### src/rtl/pin_irq_pkg.sv
package pin_irq_pkg;

    // Word index of each register (byte offset divided by four).
    typedef enum logic [3:0] {
        RG_VALUE = 4'd0,
        RG_DIR   = 4'd1,
        RG_IEN   = 4'd2,
        RG_STAT  = 4'd3,
        RG_PEND  = 4'd4,
        RG_CLR   = 4'd5,
        RG_KIND  = 4'd6,
        RG_POL   = 4'd7,
        RG_VER   = 4'd8,
        RG_BOTH  = 4'd9
    } reg_sel_e;

    localparam int LAST_WORD = 9;

    typedef enum logic {
        EV_IDLE    = 1'b0,
        EV_LATCHED = 1'b1
    } ev_state_e;

endpackage

### src/rtl/pin_sync2.sv
module pin_sync2 #(
    parameter int W = 1
) (
    input  logic         clk,
    input  logic         rst_n,
    input  logic [W-1:0] d_i,
    output logic [W-1:0] q_o
);

    logic [W-1:0] meta_q;

    always_ff @(posedge clk or negedge rst_n) begin
        if (!rst_n) begin
            meta_q <= '0;
            q_o    <= '0;
        end else begin
            meta_q <= d_i;
            q_o    <= meta_q;
        end
    end

endmodule

### src/rtl/pin_event_cell.sv
module pin_event_cell
    import pin_irq_pkg::*;
(
    input  logic clk,
    input  logic rst_n,
    input  logic lvl_i,       // synchronized pin level
    input  logic kind_i,      // 0 level, 1 edge
    input  logic pol_i,       // 1 high/rising, 0 low/falling
    input  logic both_i,      // dual-edge when kind_i is 1
    input  logic clr_i,       // acknowledge strobe
    output logic latched_o
);

    ev_state_e state_q, state_d;
    logic      prev_q;
    logic      rise, fall, ev;

    always_ff @(posedge clk or negedge rst_n) begin
        if (!rst_n) prev_q <= 1'b0;
        else        prev_q <= lvl_i;
    end

    assign rise = lvl_i & ~prev_q;
    assign fall = ~lvl_i & prev_q;

    always_comb begin
        if (!kind_i)     ev = (lvl_i == pol_i);
        else if (both_i) ev = rise | fall;
        else             ev = pol_i ? rise : fall;
    end

    // state register
    always_ff @(posedge clk or negedge rst_n) begin
        if (!rst_n) state_q <= EV_IDLE;
        else        state_q <= state_d;
    end

    // next state: capture, hold, acknowledge
    always_comb begin
        state_d = state_q;
        unique case (state_q)
            EV_IDLE:    if (ev) state_d = EV_LATCHED;
            EV_LATCHED: if (clr_i && !ev) state_d = EV_IDLE;
            default:    state_d = EV_IDLE;
        endcase
    end

    // outputs
    always_comb begin
        latched_o = 1'b0;
        unique case (state_q)
            EV_IDLE:    latched_o = 1'b0;
            EV_LATCHED: latched_o = 1'b1;
            default:    latched_o = 1'b0;
        endcase
    end

    p_capture_r4: assert property (@(posedge clk) disable iff (!rst_n)
        ev |=> latched_o);

    p_hold_r7: assert property (@(posedge clk) disable iff (!rst_n)
        (latched_o && !clr_i) |=> latched_o);

    p_ack_r7: assert property (@(posedge clk) disable iff (!rst_n)
        (latched_o && clr_i && !ev) |=> !latched_o);

    p_quiet_r5: assert property (@(posedge clk) disable iff (!rst_n)
        (!latched_o && !ev) |=> !latched_o);

endmodule

### src/rtl/pin_irq_ctrl.sv
module pin_irq_ctrl
    import pin_irq_pkg::*;
#(
    parameter int NPINS   = 32,
    parameter int VERSION = 3,
    parameter int ADDR_W  = 6
) (
    input  logic              clk,
    input  logic              rst_n,
    input  logic [ADDR_W-1:0] bus_addr,
    input  logic              bus_wr,
    input  logic [31:0]       bus_wdata,
    input  logic              bus_rd,
    output logic [31:0]       bus_rdata,
    input  logic [NPINS-1:0]  pin_in,
    output logic [NPINS-1:0]  pin_out,
    output logic [NPINS-1:0]  pin_oe,
    output logic              irq
);

    localparam int WIDX_W   = ADDR_W - 2;
    localparam bit HAS_BOTH = (VERSION > 2);

    logic [WIDX_W-1:0] widx;
    logic              aligned, wr_ok;
    logic [NPINS-1:0]  dir_q, val_q, ien_q, kind_q, pol_q, both_q;
    logic [NPINS-1:0]  lvl, view, stat, pend, clr_vec, wbits;
    logic [31:0]       rd_next;

    function automatic logic is_reg(input logic [WIDX_W-1:0] w, input reg_sel_e r);
        return w == WIDX_W'(r);
    endfunction

    function automatic logic [31:0] ext(input logic [NPINS-1:0] v);
        logic [31:0] r;
        r = '0;
        r[NPINS-1:0] = v;
        return r;
    endfunction

    assign widx    = bus_addr[ADDR_W-1:2];
    assign aligned = (bus_addr[1:0] == 2'b00);
    assign wr_ok   = bus_wr && aligned;
    assign wbits   = bus_wdata[NPINS-1:0];

    pin_sync2 #(.W(NPINS)) u_sync (
        .clk   (clk),
        .rst_n (rst_n),
        .d_i   (pin_in),
        .q_o   (lvl)
    );

    always_ff @(posedge clk or negedge rst_n) begin
        if (!rst_n) begin
            dir_q  <= '1;
            val_q  <= '0;
            ien_q  <= '0;
            kind_q <= '1;
            pol_q  <= '1;
        end else if (wr_ok) begin
            if (is_reg(widx, RG_VALUE)) val_q  <= wbits;
            if (is_reg(widx, RG_DIR))   dir_q  <= wbits;
            if (is_reg(widx, RG_IEN))   ien_q  <= wbits;
            if (is_reg(widx, RG_KIND))  kind_q <= wbits;
            if (is_reg(widx, RG_POL))   pol_q  <= wbits;
        end
    end

    generate
        if (HAS_BOTH) begin : g_both
            always_ff @(posedge clk or negedge rst_n) begin
                if (!rst_n)                             both_q <= '0;
                else if (wr_ok && is_reg(widx, RG_BOTH)) both_q <= wbits;
            end
        end else begin : g_no_both
            assign both_q = '0;
        end
    endgenerate

    assign clr_vec = (wr_ok && is_reg(widx, RG_CLR)) ? wbits : '0;

    generate
        for (genvar i = 0; i < NPINS; i++) begin : g_pin
            pin_event_cell u_cell (
                .clk       (clk),
                .rst_n     (rst_n),
                .lvl_i     (lvl[i]),
                .kind_i    (kind_q[i]),
                .pol_i     (pol_q[i]),
                .both_i    (both_q[i]),
                .clr_i     (clr_vec[i]),
                .latched_o (stat[i])
            );
        end
    endgenerate

    assign view    = (dir_q & lvl) | (~dir_q & val_q);
    assign pend    = stat & ien_q;
    assign irq     = |pend;
    assign pin_out = val_q;
    assign pin_oe  = ~dir_q;

    always_comb begin
        rd_next = '0;
        if (aligned) begin
            if      (is_reg(widx, RG_VALUE)) rd_next = ext(view);
            else if (is_reg(widx, RG_DIR))   rd_next = ext(dir_q);
            else if (is_reg(widx, RG_IEN))   rd_next = ext(ien_q);
            else if (is_reg(widx, RG_STAT))  rd_next = ext(stat);
            else if (is_reg(widx, RG_PEND))  rd_next = ext(pend);
            else if (is_reg(widx, RG_KIND))  rd_next = ext(kind_q);
            else if (is_reg(widx, RG_POL))   rd_next = ext(pol_q);
            else if (is_reg(widx, RG_VER))   rd_next = 32'(VERSION);
            else if (is_reg(widx, RG_BOTH))  rd_next = ext(both_q);
        end
    end

    always_ff @(posedge clk or negedge rst_n) begin
        if (!rst_n)      bus_rdata <= '0;
        else if (bus_rd) bus_rdata <= rd_next;
    end

    p_no_enable_quiet_r8: assert property (@(posedge clk) disable iff (!rst_n)
        (ien_q == '0) |-> !irq);

    p_dir_to_oe_r2: assert property (@(posedge clk) disable iff (!rst_n)
        $past(wr_ok && is_reg(widx, RG_DIR)) |-> (pin_oe == ~$past(wbits)));

    p_unmapped_zero_r3: assert property (@(posedge clk) disable iff (!rst_n)
        $past(bus_rd && (int'(widx) > LAST_WORD)) |-> (bus_rdata == '0));

    p_version_r9: assert property (@(posedge clk) disable iff (!rst_n)
        $past(bus_rd && aligned && is_reg(widx, RG_VER)) |-> (bus_rdata == 32'(VERSION)));

endmodule

### config.mk
export PLATFORM = sky130hd
export DESIGN_NAME = pin_irq_ctrl
export DESIGN_NICKNAME = d
export VERILOG_FILES = /design/src/rtl/pin_irq_pkg.sv /design/src/rtl/pin_sync2.sv /design/src/rtl/pin_event_cell.sv /design/src/rtl/pin_irq_ctrl.sv
export SDC_FILE = /design/constraint.sdc
export NUM_CORES = 1
export LEC_CHECK = 0
export ABC_AREA = 0
export BUFFER_PORTS_ARGS = -buffer_cell sky130_fd_sc_hd__buf_4
export CAP_MARGIN = 20
export CORE_ASPECT_RATIO = 1.4
export CORE_MARGIN = 5
export CORE_UTILIZATION = 55
export CTS_BUF_LIST = sky130_fd_sc_hd__clkbuf_4 sky130_fd_sc_hd__clkbuf_8 sky130_fd_sc_hd__clkbuf_16
export DETAILED_ROUTE_END_ITERATION = 8
export GPL_TIMING_DRIVEN = 0
export PLACE_DENSITY = 0.75
export RECOVER_POWER = 100
export SLEW_MARGIN = 20
export SYNTH_ARGS = -nofsm -noshare
export SYNTH_HDL_FRONTEND = slang
export SYNTH_HIERARCHICAL = 1
export SYNTH_SLANG_ARGS = --single-unit
### constraint.sdc
create_clock -name clk -period 4 [get_ports clk]
set_input_delay 0.4 -clock clk [delete_from_list [all_inputs] [get_ports clk]]
set_output_delay 0.4 -clock clk [all_outputs]
set_load 0.05 [all_outputs]
==> results.json, run 1 <==
{
  "outcome": "finished with violations",
  "violations": "capacitance limit, slew limit",
  "grt_overflow_total": 0,
  "globalplace.congestion": 0.899,
  "grt_pass1_wl_um": 77200,
  "clock_latency_ns": 0.55,
  "cts_hold_buf": 33,
  "crit_fanout": 10,
  "synth_ff_type": "dfrtp_1",
  "antenna_found_initial": 0,
  "fmax_mhz": 313,
  "power_density_nw_per_um2": 454,
  "yosysWarnings": 6,
  "ant_nets": 0,
  "layout.area.seq_um2": 8930,
  "synth_cell_type_count": 56,
  "hold_violations": 0,
  "drt-total-wl_um": 49800,
  "io_pins": 171,
  "grt_most_used_layer": "met2",
  "clkSinkCount": 352,
  "syn-instance-count": 1475,
  "cts_buffer_depth": 3,
  "cp_common_cell": "clkbuf_1",
  "drtIter0Drc": 1019,
  "rsz0062_at_grt": "false",
  "final_util_pct": 65.5,
  "cp.buffers_inverters": 2,
  "multi_input_area_um2": 8080,
  "num_vias": 13200,
  "use_met3_pct": 4.95,
  "final-setup-viol-count": 0,
  "layout-drive-gt1-share_pct": 30.6,
  "cp_top_family": "simple AND/OR/NAND/NOR gates",
  "drc": 0,
  "final_common_cell": "dfrtp_1",
  "start_util_pct": 55.5,
  "rows": 78,
  "cts_setup_buffers": 0,
  "finalSetupTns_ns": 0,
  "synth-seq-cells": 352,
  "clock_skew_ns": 0.0107,
  "worst_pin_slew_ns": 1.62,
  "synth_edf_count": 0,
  "hpwlAfterDp_um": 34200,
  "fin_crit_ns": 3.19,
  "die_w_um": 163,
  "cts_buffers": 37,
  "track_usage_pct": 27.1,
  "synthAdderAreaFrac_pct": 4.46,
  "cts_tree": "done",
  "gr-usage-met2_pct": 46.1,
  "async_flop_share_pct": 100,
  "cp.required_ns": 4.43,
  "critPathSlowestCell": "nor4_1",
  "layout_common_cells": "256 x dfrtp_1, 140 x mux2_2, 130 x inv_1",
  "io_buffers": 169,
  "critical_path.cell_chain": "clkbuf_1 > nor4_1 > nand2_1 > clkbuf_1 > mux2_2",
  "synth-compound-area-share_pct": 16.5,
  "ctsRootBufferMaster": "clkbuf_16",
  "arrival_ns": 3.62,
  "grt_max_degree": 101,
  "fin_nets": 1857,
  "post-route-period-util_pct": 79.8,
  "netlist_area_um2": 17900,
  "yosys.area_share.simple_pct": 5.43,
  "max-cap-violations": 1,
  "antenna_cells": 0,
  "core_area_um2": 32300,
  "synthMuxAreaShare_pct": 17.3,
  "synth_top_family_by_area": "multiplexers",
  "rrSetupSlack_ns": 2.21,
  "seq_area_frac_synth_pct": 49.8,
  "slew_headroom_pct": -8.85,
  "avgViaCountPerCell": 6.03,
  "first_pass_iters": 8,
  "ir_worst_vdd_uv": 386,
  "hp-class": "input port to register",
  "fillers": 2540,
  "htreeDepth": 2,
  "drv_slew": 9,
  "critPathLaunchType": "input port",
  "wire_per_inst_um": 22.8,
  "use_met1_pct": 33.9,
  "die_y_um": 224,
  "syn_avg_cell_area_um2": 12.2,
  "endpoint_kind": "register",
  "synth_xor_area_share_pct": 1.56,
  "die-area_um2": 36400,
  "post_cts_resized": 0,
  "criticalPathCategory": "input port to register",
  "cts.clk_slew.worst_paths_ns": 0.06,
  "crit_path_max_incr_delay_ns": 1.35,
  "grt_pass1_vias": 13600,
  "area_growth_pct": 18.0,
  "synth_nets": 1613,
  "power_leakage_nw": 9.37
}
==> final cells by class <==
cell class | count | share of cell area, %
buffer | 83 | 1.80
clock buffer | 56 | 5.48
clock inverter | 11 | 0.662
inverter | 130 | 2.31
multi-input combinational | 910 | 38.2
sequential | 352 | 42.2
tap | 440 | 2.60
timing repair buffer | 205 | 6.81
==> worst paths after layout <==
path	start	end	cells after the start
min in group asynchronous	rst_n	u_sync/q_o[13]	2
max reg2reg	g_pin[14].u_cell/state_q	bus_rdata[14]	5
min reg2reg	u_sync/meta_q[8]	u_sync/q_o[8]	0
max	bus_addr[5]	pin_out[0]	5
min	bus_wdata[9]	both_q[9]	2
max in group asynchronous	rst_n	dir_q[25]	3
==> sequential cells by signal, indices dropped and copies added (netlist names) <==
register              cells
both_q                   32
bus_rdata                32
dir_q                    32
g_pin.u_cell/prev_q      32
g_pin.u_cell/state_q     32
ien_q                    32
kind_q                   32
pin_out                  32
pol_q                    32
u_sync/meta_q            32
u_sync/q_o               32
==> cells by family (layout without fill, tap and decap cells) <==
logic type               after synthesis  after routing
flip-flops                           352            352
AO/OA/AOI/OAI                        364            364
multiplexers                         268            268
XOR/XNOR                              32             32
buffers and inverters                213            485
adder cells (fa/ha/maj)               64             64
AND/OR/NAND/NOR                      182            182
==> synth_stat cells (10+ instances only) <==
cell type | n | share of area [%]
clkbuf_1 | 34 | 0.71
a32oi_1 | 10 | 0.49
ha_1 | 64 | 4.5
a21o_1 | 10 | 0.42
o221ai_1 | 20 | 0.98
a21oi_1 | 54 | 1.5
a21boi_0 | 20 | 0.84
a22oi_1 | 28 | 1.2
o22ai_1 | 20 | 0.70
xor2_1 | 32 | 1.6
nand2_1 | 52 | 1.1
nand2_2 | 29 | 1.0
a31oi_1 | 20 | 0.70
o211ai_1 | 42 | 1.8
o221ai_2 | 32 | 2.7
nor2_1 | 36 | 0.75
mux2i_1 | 34 | 1.9
mux2_1 | 62 | 3.9
mux2_4 | 32 | 2.7
buf_2 | 31 | 0.87
dfrtp_1 | 256 | 36
o21ai_0 | 34 | 0.95
and2_1 | 33 | 1.2
mux2_2 | 140 | 8.8
a2bb2oi_1 | 10 | 0.49
inv_1 | 130 | 2.7
o2bb2ai_1 | 10 | 0.49
dfstp_2 | 96 | 14
o211ai_2 | 32 | 2.2
buf_4 | 10 | 0.42
==> metal layers <==
layer,part of all wire [%],up-vias
li1,-,5816
met1,38,6650
met2,50,557
met3,6.5,159
met4,5.0,0
met5,0,-
==> where the power goes <==
| group | switching (mW) | internal, mW |
|---|---|---|
| registers | 0.402 | 3.97 |
| logic | 0.939 | 0.632 |
| clock network | 1.47 | 2.20 |
==> worst register-to-register path, cell delays in order (launching register included) <==
cell	delay [ns]
dfrtp_1	0.41
mux2_2	0.27
a32oi_1	0.16
nor2_1	0.06
a2111oi_0	0.62
o2bb2ai_1	0.12
==> per-stage QoR <==
stage	hold slack (ns)	std cells	worst slack, ns	instance area [um^2]	total power, mW
final	0.123	2187	0.807	21200	9.62
after global routing	0.124	2187	0.586	21200	9.96
after CTS	0.110	2187	1.05	21500	9.74
after detailed placement	0.335	2087	1.43	19800	6.04
after global placement	0.332	2084	-0.789	19800	5.97
after floorplan	0.104	1475	1.94	17900	5.41
(Power assumes the default switching activity.)
==> run 2: changes to the inputs <==
==> constraint.sdc (replaced) <==
create_clock -name clk -period 3.1 [get_ports clk]
set_input_delay 0.31 -clock clk [delete_from_list [all_inputs] [get_ports clk]]
set_output_delay 0.31 -clock clk [all_outputs]
set_load 0.05 [all_outputs]
==> run 2 against run 1 <==
Against the previous run: the run still ends with capacitance limit, slew limit left; global-route usage is the same; register-to-register slack lost 0.80 ns; design area is 0.17% lower; cell count unchanged; largest cell class unchanged.
==> results.json, run 2 (synthesized netlist as in run 1, its figures left out) <==
{
  "hold_violations": 0,
  "grt_most_used_layer": "met2",
  "layout-drive-gt1-share_pct": 30.9,
  "power_density_nw_per_um2": 587,
  "ir_worst_vdd_uv": 498,
  "r2r.worst_path.cells": 5,
  "core_area_um2": 32300,
  "drt-total-wl_um": 49900,
  "first_pass_iters": 7,
  "globalplace.congestion": 0.899,
  "criticalPathCategory": "register to output port",
  "clock_latency_ns": 0.55,
  "hp-class": "input port to register",
  "clkSinkCount": 352,
  "rrSetupSlack_ns": 1.41,
  "holdWs_ns": 0.0326,
  "cts_buffers": 37,
  "power_leakage_nw": 9.36,
  "finalSetupTns_ns": 0,
  "grt_max_degree": 101,
  "rsz0062_at_grt": "false",
  "area_growth_pct": 17.8,
  "hpwlAfterDp_um": 34200,
  "io_buffers": 169,
  "grt_pass1_wl_um": 77200,
  "use_met3_pct": 4.95,
  "fmax_mhz": 339,
  "drv_slew": 70,
  "ctsRootBufferMaster": "clkbuf_16",
  "rows": 78,
  "start_util_pct": 55.5,
  "final_util_pct": 65.4,
  "cts_setup_buffers": 0,
  "final_common_cell": "dfrtp_1",
  "antenna_cells": 0,
  "violations": "capacitance limit, slew limit",
  "grt_overflow_total": 0,
  "crit_fanout": 4,
  "clock_skew_ns": 0.0110,
  "cts.clk_slew.worst_paths_ns": 0.06,
  "wire_per_inst_um": 22.8,
  "num_vias": 13200,
  "die-area_um2": 36400,
  "avgViaCountPerCell": 6.04,
  "slew_headroom_pct": -9.90,
  "io_pins": 171,
  "gr-usage-met2_pct": 46.1,
  "track_usage_pct": 27.1,
  "crit_start": "g_pin[23].u_cell/state_q",
  "die_w_um": 163,
  "fin_nets": 1857,
  "ant_nets": 0,
  "drc": 0,
  "worst_pin_slew_ns": 1.63,
  "htreeDepth": 2,
  "reg2reg_from": "ien_q[4]",
  "antenna_found_initial": 0,
  "endpoint_kind": "output port",
  "cp.required_ns": 2.79,
  "outcome": "finished with violations",
  "use_met1_pct": 33.9,
  "max-cap-violations": 2,
  "post-route-period-util_pct": 95.2,
  "final-setup-viol-count": 0,
  "arrival_ns": 2.64,
  "layout_common_cells": "256 x dfrtp_1, 140 x mux2_2, 130 x inv_1",
  "reg2reg_to": "bus_rdata[4]",
  "fillers": 2546,
  "die_y_um": 224,
  "cts_tree": "done",
  "cts_buffer_depth": 3,
  "endpoint": "irq",
  "critPathLaunchType": "register",
  "drtIter0Drc": 1070,
  "fin_crit_ns": 2.95,
  "grt_pass1_vias": 13600
}
==> run 2: cell count changes in the layout (fill, tap and decap cells not counted), moves of 2 or more <==
cell,change
clkbuf_1,-5
clkbuf_2,+3
a2111oi_0,+2
a2111oi_1,-2
buf_16,-2
buf_2,+2
buf_6,+2
==> run 2: where the power goes <==
group	switching, mW	internal (mW)	total (mW)
sequential	0.519	5.13	5.65
clock	1.89	2.84	4.73
combinational	1.21	0.810	2.02
total	3.62	8.78	12.4
==> run 2: worst min-delay path by stage <==
stage / start / end / cells past startpoint
2_1_floorplan: rst_n / both_q[0] / 0
3_3_place_gp: u_sync/meta_q[8] / u_sync/q_o[8] / 0
3_5_place_dp: rst_n / u_sync/meta_q[11] / 1
4_1_cts: bus_wdata[9] / both_q[9] / 2
5_1_grt: bus_wdata[26] / both_q[26] / 2
6_report: bus_wdata[9] / both_q[9] / 2
==> run 2: routing by layer <==
metal,share of wire (%),vias to the layer above,routed length (um)
met5,0,-,0
met4,4.8,0,2390
met3,6.5,153,3260
met2,50,553,25200
met1,38,6684,19100
li1,-,5822,-
==> run 2: timing repair <==
action                                 4_1_cts  5_1_grt
hold buffers                                33        0
endpoints found under the hold margin       73        0
gates resized for setup                      0        0
==> run 2: worst max-delay path, cell delays in order (launching register included) <==
cell and delay (ns):
dfrtp_1 0.42, a22oi_1 0.42, and3_1 0.22, nand4_1 0.16
or4_1 0.61, clkbuf_2 0.28
==> run 2: layout make-up <==
class | count | area, um^2 | share of cell area [%]
plain buffers | 83 | 384 | 1.82
clock buffers | 56 | 1160 | 5.49
clock inverters | 11 | 140 | 0.663
inverters | 130 | 488 | 2.31
multi-input cells | 910 | 8080 | 38.2
flip-flops and latches | 352 | 8930 | 42.3
well taps | 440 | 551 | 2.61
repair buffers | 205 | 1400 | 6.64
==> run 2: per-stage QoR <==
step	cell area [um^2]	cells	setup WS (ns)	power [mW]
floorplan	17900	1475	1.13	6.98
global placement	19800	2084	-1.60	7.70
detailed placement	19800	2087	0.621	7.80
CTS	21500	2187	0.244	12.6
global route	21100	2187	0.132	12.9
finish	21100	2187	0.148	12.4
